File: src/rtl/cmdpkt_pkg.sv
package cmdpkt_pkg;
  localparam logic [1:0] LN_RESET = 2'b00;
  localparam logic [1:0] LN_ONE   = 2'b01;
  localparam logic [1:0] LN_CLOSE = 2'b10;
  localparam logic [1:0] LN_CLOCK = 2'b11;
endpackage

File: src/rtl/cmdpkt_edge.sv
// Keeps the last accepted line value and turns writes into events.
module cmdpkt_edge
  import cmdpkt_pkg::*;
(
  input  logic       clk,
  input  logic       rst_n,
  input  logic       wr_valid,
  input  logic [1:0] wr_line,
  output logic       rst_ev,
  output logic       chg_ev,
  output logic [1:0] ev_line
);
  logic [1:0] prev_q;

  always_ff @(posedge clk) begin
    if (!rst_n)        prev_q <= LN_CLOCK;
    else if (wr_valid) prev_q <= wr_line;
  end

  assign rst_ev  = wr_valid && (wr_line == LN_RESET);
  assign chg_ev  = wr_valid && (wr_line != LN_RESET) && (wr_line != prev_q);
  assign ev_line = wr_line;

  // two back-to-back change events never carry the same value
  a_r3_no_repeat_event: assert property (@(posedge clk) disable iff (!rst_n)
    chg_ev |=> !(chg_ev && (ev_line == $past(ev_line))));
endmodule

File: src/rtl/cmdpkt_seq.sv
// Bit counter, close detection and controller handshake.
module cmdpkt_seq
  import cmdpkt_pkg::*;
#(
  parameter int PKT_BITS = 128,
  parameter int CNT_W    = 9,
  parameter int IDX_W    = 2,
  localparam int POS_W   = $clog2(PKT_BITS)
) (
  input  logic             clk,
  input  logic             rst_n,
  input  logic             rst_ev,
  input  logic             chg_ev,
  input  logic [1:0]       ev_line,
  input  logic [IDX_W-1:0] ctrl_mask,
  output logic             clr_buf,
  output logic             set_en,
  output logic [POS_W-1:0] set_pos,
  output logic             pkt_valid,
  output logic [IDX_W-1:0] ctrl_idx
);
  // PKT_BITS must be a multiple of 8 and PKT_BITS+7 must fit in CNT_W-1 bits
  localparam logic signed [CNT_W-1:0] NEG1_S  = '1;
  localparam logic signed [CNT_W-1:0] ONE_S   = CNT_W'(1);
  localparam logic signed [CNT_W-1:0] DONE_S  = CNT_W'(PKT_BITS);
  localparam logic signed [CNT_W-1:0] PARK_S  = CNT_W'(PKT_BITS + 1);
  localparam logic signed [CNT_W-1:0] FLAGA_S = CNT_W'(2);
  localparam logic signed [CNT_W-1:0] FLAGB_S = CNT_W'(4);
  localparam logic signed [CNT_W-1:0] HS_S    = CNT_W'(PKT_BITS + 7);

  logic signed [CNT_W-1:0] cnt_q, cnt_d;
  logic [IDX_W-1:0]        idx_q, idx_d;
  logic                    emit, pv_q;

  always_comb begin
    cnt_d   = cnt_q;
    idx_d   = idx_q;
    emit    = 1'b0;
    set_en  = 1'b0;
    set_pos = cnt_q[POS_W-1:0];
    clr_buf = rst_ev;
    if (rst_ev) begin
      cnt_d = NEG1_S;
    end else if (chg_ev) begin
      if (cnt_q > DONE_S) begin
        case (ev_line)
          LN_ONE:   cnt_d = cnt_q | FLAGA_S;
          LN_CLOSE: cnt_d = cnt_q | FLAGB_S;
          LN_CLOCK: if (cnt_q == HS_S) begin
            cnt_d = cnt_q & ~(FLAGA_S | FLAGB_S);
            idx_d = IDX_W'(idx_q + 1'b1) & ctrl_mask;
          end
          default: ;
        endcase
      end else if (cnt_q == DONE_S) begin
        if (ev_line == LN_CLOSE) begin
          emit  = 1'b1;
          cnt_d = PARK_S;
        end
      end else begin
        if (ev_line == LN_ONE && !cnt_q[CNT_W-1]) set_en = 1'b1;
        else if (ev_line == LN_CLOCK)             cnt_d  = cnt_q + ONE_S;
      end
    end
  end

  always_ff @(posedge clk) begin
    if (!rst_n) begin
      cnt_q <= NEG1_S;
      idx_q <= '0;
      pv_q  <= 1'b0;
    end else begin
      cnt_q <= cnt_d;
      idx_q <= idx_d;
      pv_q  <= emit;
    end
  end

  assign pkt_valid = pv_q;
  assign ctrl_idx  = idx_q;

  a_r2_restart_counter: assert property (@(posedge clk) disable iff (!rst_n)
    rst_ev |=> (cnt_q == NEG1_S));
  a_r3_quiet_hold: assert property (@(posedge clk) disable iff (!rst_n)
    (!rst_ev && !chg_ev) |=> ($stable(cnt_q) && $stable(idx_q)));
  a_r5_count_range: assert property (@(posedge clk) disable iff (!rst_n)
    (cnt_q >= NEG1_S) && (cnt_q <= HS_S));
  a_r6_single_strobe: assert property (@(posedge clk) disable iff (!rst_n)
    pkt_valid |=> !pkt_valid);
  a_r6_strobe_parks: assert property (@(posedge clk) disable iff (!rst_n)
    pkt_valid |-> (cnt_q == PARK_S));
  a_r8_idx_from_handshake: assert property (@(posedge clk) disable iff (!rst_n)
    !$stable(idx_q) |-> ($past(cnt_q) == HS_S));
endmodule

File: src/rtl/cmdpkt_buf.sv
// Packet byte storage with a clear and a single-bit set port.
module cmdpkt_buf #(
  parameter int PKT_BITS = 128,
  localparam int POS_W   = $clog2(PKT_BITS),
  localparam int NBYTES  = PKT_BITS / 8,
  localparam int BSEL_W  = POS_W - 3
) (
  input  logic                clk,
  input  logic                rst_n,
  input  logic                clr,
  input  logic                set_en,
  input  logic [POS_W-1:0]    set_pos,
  output logic [PKT_BITS-1:0] pkt_o
);
  for (genvar b = 0; b < NBYTES; b++) begin : g_byte
    logic [7:0] byte_q;
    always_ff @(posedge clk) begin
      if (!rst_n || clr)
        byte_q <= '0;
      else if (set_en && set_pos[POS_W-1:3] == BSEL_W'(b))
        byte_q[set_pos[2:0]] <= 1'b1;
    end
    assign pkt_o[8*b +: 8] = byte_q;
  end

  a_r2_clear_empties: assert property (@(posedge clk) disable iff (!rst_n)
    clr |=> (pkt_o == '0));
  a_r4_bit_lands: assert property (@(posedge clk) disable iff (!rst_n)
    set_en |=> pkt_o[$past(set_pos)]);
endmodule

File: src/rtl/cmdpkt_rx.sv
module cmdpkt_rx #(
  parameter int PKT_BITS = 128,
  parameter int CNT_W    = 9,
  parameter int IDX_W    = 2,
  localparam int POS_W   = $clog2(PKT_BITS)
) (
  input  logic                clk,
  input  logic                rst_n,
  input  logic                line_valid,
  input  logic [1:0]          line_val,
  input  logic [IDX_W-1:0]    ctrl_mask,
  output logic [PKT_BITS-1:0] pkt_data,
  output logic                pkt_valid,
  output logic [IDX_W-1:0]    ctrl_idx
);
  logic             rst_ev, chg_ev, clr_buf, set_en;
  logic [1:0]       ev_line;
  logic [POS_W-1:0] set_pos;

  cmdpkt_edge u_edge (
    .clk(clk), .rst_n(rst_n), .wr_valid(line_valid), .wr_line(line_val),
    .rst_ev(rst_ev), .chg_ev(chg_ev), .ev_line(ev_line)
  );

  cmdpkt_seq #(.PKT_BITS(PKT_BITS), .CNT_W(CNT_W), .IDX_W(IDX_W)) u_seq (
    .clk(clk), .rst_n(rst_n), .rst_ev(rst_ev), .chg_ev(chg_ev),
    .ev_line(ev_line), .ctrl_mask(ctrl_mask), .clr_buf(clr_buf),
    .set_en(set_en), .set_pos(set_pos), .pkt_valid(pkt_valid),
    .ctrl_idx(ctrl_idx)
  );

  cmdpkt_buf #(.PKT_BITS(PKT_BITS)) u_buf (
    .clk(clk), .rst_n(rst_n), .clr(clr_buf), .set_en(set_en),
    .set_pos(set_pos), .pkt_o(pkt_data)
  );

  // no strobe in the first cycle out of reset
  a_r1_quiet_after_reset: assert property (@(posedge clk)
    !rst_n |=> !pkt_valid);
endmodule

File: config.mk
export PLATFORM = sky130hd
export DESIGN_NAME = cmdpkt_rx
export DESIGN_NICKNAME = d
export VERILOG_FILES = /design/src/rtl/cmdpkt_pkg.sv /design/src/rtl/cmdpkt_edge.sv /design/src/rtl/cmdpkt_seq.sv /design/src/rtl/cmdpkt_buf.sv /design/src/rtl/cmdpkt_rx.sv
export SDC_FILE = /design/constraint.sdc
export NUM_CORES = 1
export LEC_CHECK = 0
export ABC_AREA = 1
export BUFFER_PORTS_ARGS = -buffer_cell sky130_fd_sc_hd__buf_2
export CAP_MARGIN = 10
export CORE_ASPECT_RATIO = 0.75
export CORE_MARGIN = 8
export CORE_UTILIZATION = 40
export DETAILED_ROUTE_END_ITERATION = 16
export PLACE_DENSITY = 0.68
export SLEW_MARGIN = 20
export SYNTH_ARGS = -nofsm -noshare
export SYNTH_HDL_FRONTEND = slang
export SYNTH_SLANG_ARGS = --single-unit
File: constraint.sdc
create_clock -name clk -period 2.41 [get_ports clk]
set_input_delay 0 -clock clk [delete_from_list [all_inputs] [get_ports clk]]
set_output_delay 0 -clock clk [all_outputs]
set_load 0.05 [all_outputs]
---- Yosys cells after proc, flatten, opt, wreduce, memory -nomap -nowiden ----
Cells that the tools add are included.
word-level totals
  input bits .............................. 7
  bits in writable memories ............... 0
  memory bits (read-only) ................. 0
  output and inout port bits .............. 131
  register bits ........................... 142
  latch bits .............................. 0
  memories ................................ 0
operators by class
  mux-type cells .......................... 15
  bitwise logic cells ..................... 22
  $lt $le $gt $ge ......................... 3
  multiply operators ...................... 0
  divide/modulo/power cells ............... 0
  $add $sub $neg .......................... 2
  reductions and logical operators ........ 35
  eq/ne operators ......................... 30
  shift operators ......................... 0
operators by type and width
  cell                 number
  $or 8x8->8           16
  $mux 9               5
  $eq 4x4->1 const B   8
  $pmux 9 s3           1
  $logic_and 1x1->1    21
  $eq 9x9->1 const B   2
  $eq 4x3->1 const B   4
  $reduce_and 7->1     2
  $reduce_and 5->1     2
  $add 9x2->9 const B  1
  $gt 9x9->1 const B   1
  $ne 3x3->1 const B   3
  $eq 4x2->1 const B   2
  $mux 1               7
  $ne 2x2->1 const B   3
  $not 1->1            5
  $reduce_or 5->1      1
  $eq 2x2->1 const B   2
  $eq 4x1->1 const B   1
  $logic_not 4->1      1
  $lt 3x4->1 const B   1
  $reduce_bool 2->1    2
  $demux 1 s3          1
  $ge 3x1->1 const B   1
  13 further kinds     14

---- Longest topological paths before layout ----
Gate-level depths: netlist (run 1).
  depth after elaboration ................. 8
  depth in mapped cells ................... 12
  mapped depth without buffers ............ 11

---- By module ----
A second synthesis (run 1) with hierarchy kept.
unflattened totals
  cells, all modules ...................... 723
  area total of the unflattened synthesis .. 5,555.3 µm²
by module, submodules not included
  module       times used  area each (µm²)  cells each
  cmdpkt_buf   1           4,445.5          545
  cmdpkt_seq   1           973.4            156
  cmdpkt_edge  1           136.4            22

---- Worst setup path after synthesis (run 1) ----
Ideal clock, no wire load.
  path type ............................... reg-to-reg
  from .................................... register u_seq.cnt_q[0]
  to ...................................... register u_seq.cnt_q[5]
  arrival time ............................ 1.622 ns
  cell stages (with the launch flop) ...... 13
  period minus slack after synthesis ...... 1.744 ns
  required time ........................... 2.288 ns
  slack ................................... 0.666 ns
  path buffers ............................ 1
  cells stage by stage .................... dfxtp_1 buf_2 inv_1 ha_1 nand2_1 nor2_1 nand2_2 nand2_2 nand2_1 nor2_2 inv_1 nand2_1 nand3_1
between the ends
  longest elaborated chain between the ends .. 5
  elaborated cells between the ends (all ways) .. 12
  classes of those cells .................. add/sub: 1; order compare: 1; eq/ne: 3; mux: 4; bitwise: 1; reduce/logical: 2
RTL lines
  element                 line              text
  from (decl)             cmdpkt_seq.sv:31  logic signed [CNT_W-1:0] cnt_q, cnt_d;
  from (signal assigned)  cmdpkt_seq.sv:73  cnt_q <= cnt_d;
  $add 9x2->9             cmdpkt_seq.sv:62  else if (ev_line == LN_CLOCK) cnt_d = cnt_q + ONE_S;
  $mux 9                  cmdpkt_seq.sv:62
  $mux 9                  cmdpkt_seq.sv:61  if (ev_line == LN_ONE && !cnt_q[CNT_W-1]) set_en = 1'b1;
  $mux 9                  cmdpkt_seq.sv:55  end else if (cnt_q == DONE_S) begin
  $mux 9                  cmdpkt_seq.sv:45  if (cnt_q > DONE_S) begin
Parallel ways exist; a longest one is shown, timed or not. The select of a mux whose other input is x is not followed.
A chain may end at the register's enable or synchronous reset.

---- Worst setup path in the final report (run 1) ----
  from .................................... register u_seq.cnt_q[0]
  to ...................................... register u_seq.idx_q[1], in the netlist u_seq.ctrl_idx[1]
between the ends
  longest elaborated chain between the ends .. 2
  elaborated cells between the ends (all ways) .. 3
  classes of those cells .................. order compare: 1; eq/ne: 1; reduce/logical: 1
RTL lines
  element                                   line                                text
  $gt 9x9->1 or $eq 9x9->1 (tied branches)  cmdpkt_seq.sv:45, cmdpkt_seq.sv:49
  $reduce_and 5->1 (no line) (*)            --
  to (signal assigned)                      cmdpkt_seq.sv:74                    idx_q <= idx_d;
  to (decl)                                 cmdpkt_seq.sv:32                    logic [IDX_W-1:0] idx_q, idx_d;
Every way passes the cells marked *; elsewhere a longest branch is shown, timed or not.

==> impl_metrics.py, run 1 <==
metrics = {
    "power_and_ir_drop": {
        "p_seq_share_pct": 45.4,
        "vdd_ir_drop_max_mv": 0.473,
        "internal_power_mw": 3.99,
        "leakage_nw": 3.00,
        "switchingPower_mw": 1.24,
        "power.total_mw": 5.24,
        "sw_frac_of_total_pct": 23.8,
        "cellPowerDensity_mw_per_mm2": 748,
        "power_frac_clock_pct": 49.5,
        "power.share.combinational_pct": 5.1,
    },
    "yosys": {
        "yosys.cell_count.top_type": "sky130_fd_sc_hd__nand2_1",
        "yosysSeqAreaShare_pct": 52.6,
        "synth.area.top_cells": "sky130_fd_sc_hd__dfxtp_1 (53%), sky130_fd_sc_hd__nand2_1 (13%), sky130_fd_sc_hd__a21oi_1 (12%), sky130_fd_sc_hd__inv_1 (11%), sky130_fd_sc_hd__nor2_2 (2.0%)",
        "flop_and_latch_count_out_of_synthesis": 142,
        "syn_nets": 742,
        "ys_dominant_reg_cell": "sky130_fd_sc_hd__dfxtp_1",
        "cell_taking_the_most_area_after_synthesis": "sky130_fd_sc_hd__dfxtp_1",
        "asyncSetResetFlopFracSynth_pct": 0,
        "synth-edff-count": 0,
        "syn-instance-count": 733,
        "post_synth_instance_area_mm2": 0.00540,
        "unique_cell_type_count_in_the_yosys_netlist": 24,
        "yosys.area.top_type_share_pct": 52.6,
        "synth_top_cells_by_count": "sky130_fd_sc_hd__nand2_1 (186), sky130_fd_sc_hd__inv_1 (155), sky130_fd_sc_hd__dfxtp_1 (142), sky130_fd_sc_hd__a21oi_1 (127), sky130_fd_sc_hd__nor2_1 (27)",
        "avgSynthCellArea_um2": 7.37,
        "synth.yosys.warnings": 0,
    },
    "floorplanning": {
        "core.rowCount": 36,
        "die-area_mm2": 0.0175,
        "io_pins": 138,
        "die_width_um": 150,
        "core_mm2": 0.0131,
        "die_y_um": 117,
        "initial_utilization_pct": 41.2,
    },
    "finish": {
        "fillers": 1262,
        "num-nets-final": 892,
        "diodes": 0,
        "layout_overhead_on_the_synthesized_area_pct": 29.6,
        "layout-drive-gt1-share_pct": 23.7,
        "finish.cell_count_without_fillers": 1067,
    },
    "routing": {
        "met2_wirelength_um": 6440,
        "detailedRoute.firstIterationViolations": 300,
        "routed_wire_length_per_instance_um": 14.3,
        "drt_pre_antenna_iters": 4,
        "dr_total_vias": 4796,
        "viasPerCell": 4.49,
        "postRouteWirelength_um": 15200,
        "ant_nets": 0,
        "topRoutingLayerUsed": "met4",
        "met1_length_um": 7420,
        "met3_length_um": 1300,
        "post_route_drc_violation_count": 0,
    },
    "global_routing": {
        "grt_pass1_vias": 4580,
        "antenna_violations_before_repair": 0,
        "grt_start_max_net_pins": 69,
        "grt_first_pass_wirelength_um": 23800,
        "global_route.usage.total_pct": 17.5,
        "global_route.overflow_total": 0,
    },
    "worst_setup_path": {
        "worst-endpoint-arrival_ns": 2.29,
        "cp_num_buf_inv": 1,
        "cp_slowest_stage_delay_ns": 0.53,
        "startpoint_type": "flop",
        "endpoint_kind": "flop",
        "crit_path_cell_trace": "inv_1 -> ha_1 -> nand2_1 -> nor2_1 -> nand2_2 -> nand2_2 -> nor2_1 -> nand3_1 -> nand2_1 -> nand2_1 -> nor2_1",
        "critPathKind": "reg2reg",
        "worst_path_dominant_cell_family": "simple AND/OR/NAND/NOR gates",
        "crit_fanout": 9,
        "worstPathRequired_ns": 2.77,
        "cp_slowest_cell": "sky130_fd_sc_hd__dfxtp_1",
    },
    "sta": {
        "setup_violations": 0,
        "period_share_pct": 80.1,
        "fmax_mhz": 518,
        "tns_ns": 0,
        "final_hold_viol_count": 0,
        "max_slew_margin_pct": 59.7,
        "worstMarginPinSlew_ns": 0.604,
        "finClkSkew_ns": 0.00985,
        "min_period_ns": 1.93,
        "final-max-slew-violation-count": 0,
        "unrepaired_setup_endpoints_after_global_routing": "false",
    },
    "placement": {
        "finalWeightedCongestion": 0.835,
        "number_of_placed_instances_with_taps_included": 1029,
        "portBuffers": 137,
        "hpwl_reported_at_the_end_of_detailed_placement_um": 10700,
    },
    "cts": {
        "tritoncts_num_sinks": 142,
        "clk_path_buf_depth": 2,
        "clkTransAtPathRegs_ns": 0.06,
        "worstSkewPairLatency_ns": 0.42,
        "cts_root_buffer": "sky130_fd_sc_hd__clkbuf_16",
        "cts_made_buffers": 17,
        "ctsResizeCount": 0,
        "tritoncts": "yes",
        "h-tree-depth": 4,
    },
    "worst_hold_path": {
        "worstHoldPathType": "in2reg",
    },
    "job": {
        "maxCapViolations": 0,
    },
    "run_status": {
        "outcome": "finished, final reports clean",
    },
}
[flip-flops by register name, indices dropped and copies added, names as in the netlist]
| register | flops |
|---|---|
| u_seq.pkt_valid | 1 |
| u_seq.ctrl_idx | 2 |
| u_buf.g_byte.byte_q | 128 |
| u_edge.prev_q | 2 |
| u_seq.cnt_q | 9 |
[power by group through the flow]
| stage | combinational, mW | clock (mW) | sequential (mW) |
|---|---|---|---|
| 4_1_cts | 0.270 | 2.63 | 2.38 |
| 6_report | 0.269 | 2.59 | 2.38 |
| 5_1_grt | 0.300 | 2.73 | 2.38 |
| 2_1_floorplan | 0.189 | 0 | 2.42 |
| 3_5_place_dp | 0.261 | 0 | 2.43 |
| 3_3_place_gp | 0.262 | 0 | 2.43 |
[kinds of logic after synthesis]
group,count (synthesis),share of synthesized area (%)
xor gates and xnor gates,4,0.649
AOI/OAI and AO/OA,137,12.9
and+or+nand+nor,264,20.2
adders and majority gates,2,0.463
buffers and inverters,184,13.2
DFF,142,52.6
[timing repair]
action,CTS,global route
hold endpoints to repair,5,0
hold buffers,6,0
buffers inserted,0,0
[final timing paths]
path	start	to	slack [ns]	cells past startpoint
setup / recovery	u_seq.cnt_q[0]	u_seq.ctrl_idx[1]	0.48	11
hold / removal	line_val[0]	u_seq.pkt_valid	0.03	4
setup reg to reg	u_seq.cnt_q[0]	u_seq.ctrl_idx[1]	0.48	11
hold reg to reg	u_buf.g_byte[8].byte_q[1]	u_buf.g_byte[8].byte_q[1]	0.44	2
[cells in the final DEF, fill, tap and decap left out, drive strengths merged]
master         n
nand2        189
inv          160
buf          151
dfxtp        142
a21oi        127
nor2          45
nand3         20
clkbuf        20
nor3           6
o21ai          6
dlygate4sd3    6
xor2           4
clkinvlp       4
clkinv         4
nand4          2
o211ai         2
ha             2
bufinv         2
o31ai          1
nor4           1
nand3b         1
a31oi          1
[layer usage]
metal	vias to the layer above	GRT usage, %
li1	2524	-
met1	2116	23.9
met2	149	25.4
met3	7	6.39
met4	0	4.65
met5	-	0
[area by class of cell]
type                            count  area (µm²)  share of cell area [%]
Inverter                          158         593                    8.47
Tap cell                          171         214                    3.06
Clock inverter                     12         135                    1.93
Multi-Input combinational cell    407        1890                    27.0
Clock buffer                       20         447                    6.38
Timing Repair Buffer              157         876                    12.5
Sequential cell                   142        2840                    40.6
[tightest hold or removal path: stages]
cell and delay, ns:
sky130_fd_sc_hd__buf_2 0.18, sky130_fd_sc_hd__nor2_1 0.10, sky130_fd_sc_hd__inv_1 0.07, sky130_fd_sc_hd__nor4_1 0.05
[through the flow]
step | hold WS [ns] | worst slack (ns) | cell area, µm² | utilization [%]
3_5_place_dp | 0.280 | 0.480 | 6360 | 48.5
4_1_cts | 0.0131 | 0.483 | 7000 | 53.4
2_1_floorplan | 0.0986 | 0.666 | 5400 | -
5_1_grt | 0.0676 | 0.185 | 7000 | 53.4
6_report | 0.0304 | 0.480 | 7000 | 53.4
3_3_place_gp | 0.275 | 0.545 | 6360 | 48.5
Power figures use the tool's default switching activity.
==> run 2: changes to the inputs <==
Settings changed: ABC_AREA 1 to 0, PLACE_DENSITY 0.68 to 0.71.
Clock period 2.41 ns to 1.7 ns, I/O delays scaled along.
==> run 2 against run 1 <==
Compared with the run above:
- the flow now finishes with violations (negative setup slack)
- first-iteration DRC count grew 6.0%
- power grew 46%
- die area shrank 6.3%
- sequential power grew 41%
- via count grew 4.0%
- hold slack gained 0.038 ns
- final cell count shrank 12%
- register-to-register slack lost 0.59 ns
- wire length grew 16%
- maximum frequency grew 6.4%
- clock skew grew 0.0018 ns
- clock power grew 50%
- critical endpoint is now u_seq.cnt_q[4]
- largest cell class unchanged
==> impl_metrics.py, run 2 <==
metrics = {
    "run_status": {
        "outcome": "finished with violations",
        "violated_checks": "negative setup slack",
    },
    "yosys": {
        "post_synth_instance_area_mm2": 0.00501,
        "ys_dominant_reg_cell": "sky130_fd_sc_hd__dfxtp_1",
        "yosysSeqAreaShare_pct": 56.7,
        "synth_top_cells_by_count": "sky130_fd_sc_hd__nor2_1 (168), sky130_fd_sc_hd__dfxtp_1 (142), sky130_fd_sc_hd__a21oi_1 (129), sky130_fd_sc_hd__clkbuf_1 (18), sky130_fd_sc_hd__nand2_1 (12)",
        "syn_nets": 580,
        "flop_and_latch_count_out_of_synthesis": 142,
        "synth.area.top_cells": "sky130_fd_sc_hd__dfxtp_1 (57%), sky130_fd_sc_hd__a21oi_1 (13%), sky130_fd_sc_hd__nor2_1 (13%), sky130_fd_sc_hd__buf_6 (2.0%), sky130_fd_sc_hd__a2111oi_4 (1.6%)",
        "asyncSetResetFlopFracSynth_pct": 0,
        "synth.yosys.warnings": 0,
        "syn-instance-count": 571,
        "unique_cell_type_count_in_the_yosys_netlist": 44,
        "avgSynthCellArea_um2": 8.78,
        "cell_taking_the_most_area_after_synthesis": "sky130_fd_sc_hd__dfxtp_1",
        "yosys.area.top_type_share_pct": 56.7,
        "synth-edff-count": 0,
        "yosys.cell_count.top_type": "sky130_fd_sc_hd__nor2_1",
    },
    "floorplanning": {
        "core.rowCount": 35,
        "initial_utilization_pct": 40.9,
        "die-area_mm2": 0.0164,
        "core_mm2": 0.0123,
        "die_width_um": 145,
        "die_y_um": 113,
        "io_pins": 138,
    },
    "global_routing": {
        "grt_start_max_net_pins": 39,
        "antenna_violations_before_repair": 0,
        "grt_first_pass_wirelength_um": 26100,
        "global_route.usage.total_pct": 19.7,
        "global_route.overflow_total": 0,
        "grt_pass1_vias": 4800,
    },
    "sta": {
        "finalHoldWorstSlack_ns": 0.0684,
        "max_slew_margin_pct": 61.4,
        "finClkSkew_ns": 0.0117,
        "worstMarginPinSlew_ns": 0.577,
        "final_hold_viol_count": 0,
        "period_share_pct": 107,
        "unrepaired_setup_endpoints_after_global_routing": "true",
        "layout_setup_ws_ns": -0.114,
        "min_period_ns": 1.81,
        "final-max-slew-violation-count": 0,
        "fmax_mhz": 551,
        "setup_violations": 123,
    },
    "cts": {
        "clk_path_buf_depth": 2,
        "worstSkewPairLatency_ns": 0.42,
        "cts_made_buffers": 17,
        "cts_root_buffer": "sky130_fd_sc_hd__clkbuf_16",
        "tritoncts": "yes",
        "tritoncts_num_sinks": 142,
        "h-tree-depth": 4,
        "clkTransAtPathRegs_ns": 0.06,
    },
    "job": {
        "maxCapViolations": 0,
    },
    "finish": {
        "diodes": 0,
        "finish.instance_area_mm2": 0.00751,
        "layout_overhead_on_the_synthesized_area_pct": 49.8,
        "regMostFlops": "u_buf.g_byte.byte_q",
        "mostFrequentLayoutCell": "sky130_fd_sc_hd__nor2_1",
        "finish.cell_count_without_fillers": 942,
        "largest_registers": "u_buf.g_byte.byte_q: 128 flops, u_seq.cnt_q: 9 flops",
        "num-nets-final": 772,
        "fillers": 1036,
        "layout-drive-gt1-share_pct": 42.4,
        "largest_register_ffs": 128,
        "finalCoreUtilization_pct": 61.3,
        "mostFrequentLayoutCells": "sky130_fd_sc_hd__nor2_1 (162), sky130_fd_sc_hd__dfxtp_1 (139), sky130_fd_sc_hd__buf_2 (137)",
    },
    "worst_setup_path": {
        "worstPathRequired_ns": 2.00,
        "cp_slowest_cell": "sky130_fd_sc_hd__or4_4",
        "endpoint_kind": "flop",
        "startpoint_type": "flop",
        "cp_num_buf_inv": 1,
        "crit_path_cell_trace": "or4_4 -> nor4b_4 -> buf_4 -> o21ai_2 -> a221o_1",
        "crit_fanout": 3,
        "worst_path_dominant_cell_family": "simple AND/OR/NAND/NOR gates",
        "worst-endpoint-arrival_ns": 2.11,
        "critPathKind": "reg2reg",
        "cp_slowest_stage_delay_ns": 0.54,
    },
    "placement": {
        "portBuffers": 137,
        "hpwl_reported_at_the_end_of_detailed_placement_um": 11200,
        "finalWeightedCongestion": 0.862,
        "detailed_place.area_mm2": 0.00613,
        "number_of_placed_instances_with_taps_included": 885,
    },
    "power_and_ir_drop": {
        "leakage_nw": 3.29,
        "cellPowerDensity_mw_per_mm2": 1020,
        "vdd_ir_drop_max_mv": 0.883,
        "power.total_mw": 7.63,
    },
    "routing": {
        "viasPerCell": 5.29,
        "dr_total_vias": 4987,
        "post_route_drc_violation_count": 0,
        "drt_pre_antenna_iters": 5,
        "ant_nets": 0,
        "postRouteWirelength_um": 17600,
        "detailedRoute.firstIterationViolations": 318,
        "routed_wire_length_per_instance_um": 18.7,
    },
    "worst_hold_path": {
        "worstHoldPathType": "in2reg",
    },
}
-- run 2: through the flow --
stage / TNS, ns / setup WS, ns
final: -5.38 / -0.114
after global routing: -14.95 / -0.199
after CTS: -0.952 / -0.0923
after detailed placement: -26.01 / -0.261
after global placement: -18.65 / -0.186
after floorplan: -1.38 / -0.128
-- run 2: worst reg2reg max path: stages, from the launching register on --
cell and delay [ns]:
sky130_fd_sc_hd__dfxtp_2 0.32, sky130_fd_sc_hd__or4_4 0.54, sky130_fd_sc_hd__nor4b_4 0.30, sky130_fd_sc_hd__buf_4 0.19
sky130_fd_sc_hd__o21ai_2 0.05, sky130_fd_sc_hd__a221o_1 0.31
-- run 2: final timing paths --
path / from / to / slack (ns) / cells after the start
worst max-delay path: u_seq.cnt_q[4] / u_seq.cnt_q[4] / -0.11 / 5
worst min-delay path: line_val[1] / u_seq.cnt_q[2] / 0.07 / 4
worst min register to register: u_buf.g_byte[0].byte_q[5] / u_buf.g_byte[0].byte_q[5] / 0.46 / 2
worst max register to register: u_seq.cnt_q[4] / u_seq.cnt_q[4] / -0.11 / 5
-- run 2: area by class of cell --
cell class / count / area, µm² / share of cell area, %
repair buffers: 207 / 1490 / 19.8
clock inverters: 14 / 184 / 2.45
flip-flops and latches: 142 / 2850 / 37.9
multi-input cells: 388 / 2330 / 31.0
inverters: 7 / 26.3 / 0.350
clock buffers: 18 / 429 / 5.71
well taps: 166 / 208 / 2.76
-- run 2: kinds of logic (layout without fill, tap and decap cells) --
group           Yosys count  after routing  synth area share (%)
compound gates          159            159                  18.4
xor+xnor                  2              2                 0.349
fa+ha+maj                 2              2                 0.499
buf+inv                  41            246                  4.49
flops                   142            142                  56.7
mux                       3              3                 0.599
simple gates            222            222                  19.0
-- run 2: what timing repair did --
item,in CTS,in global routing
resized for setup,45,93
endpoints found under the hold margin,4,0
hold buffers,6,0
setup endpoints to repair,137,136
cloned,5,6
pin swaps,12,67
buffers inserted,7,2
-- run 2: metal layers --
metal  GRT usage, %  up-vias  share of wire [%]
met5              0        -                  0
met1           25.1     2426                 44
met3           7.14       24                8.4
met2           30.7      214                 47
met4           5.95        0                1.5
li1               -     2323                  -
-- run 2: power by group --
| group | switching (mW) | internal (mW) |
|---|---|---|
| registers | 0.0110 | 3.34 |
| clock network | 1.55 | 2.34 |
| logic | 0.242 | 0.144 |
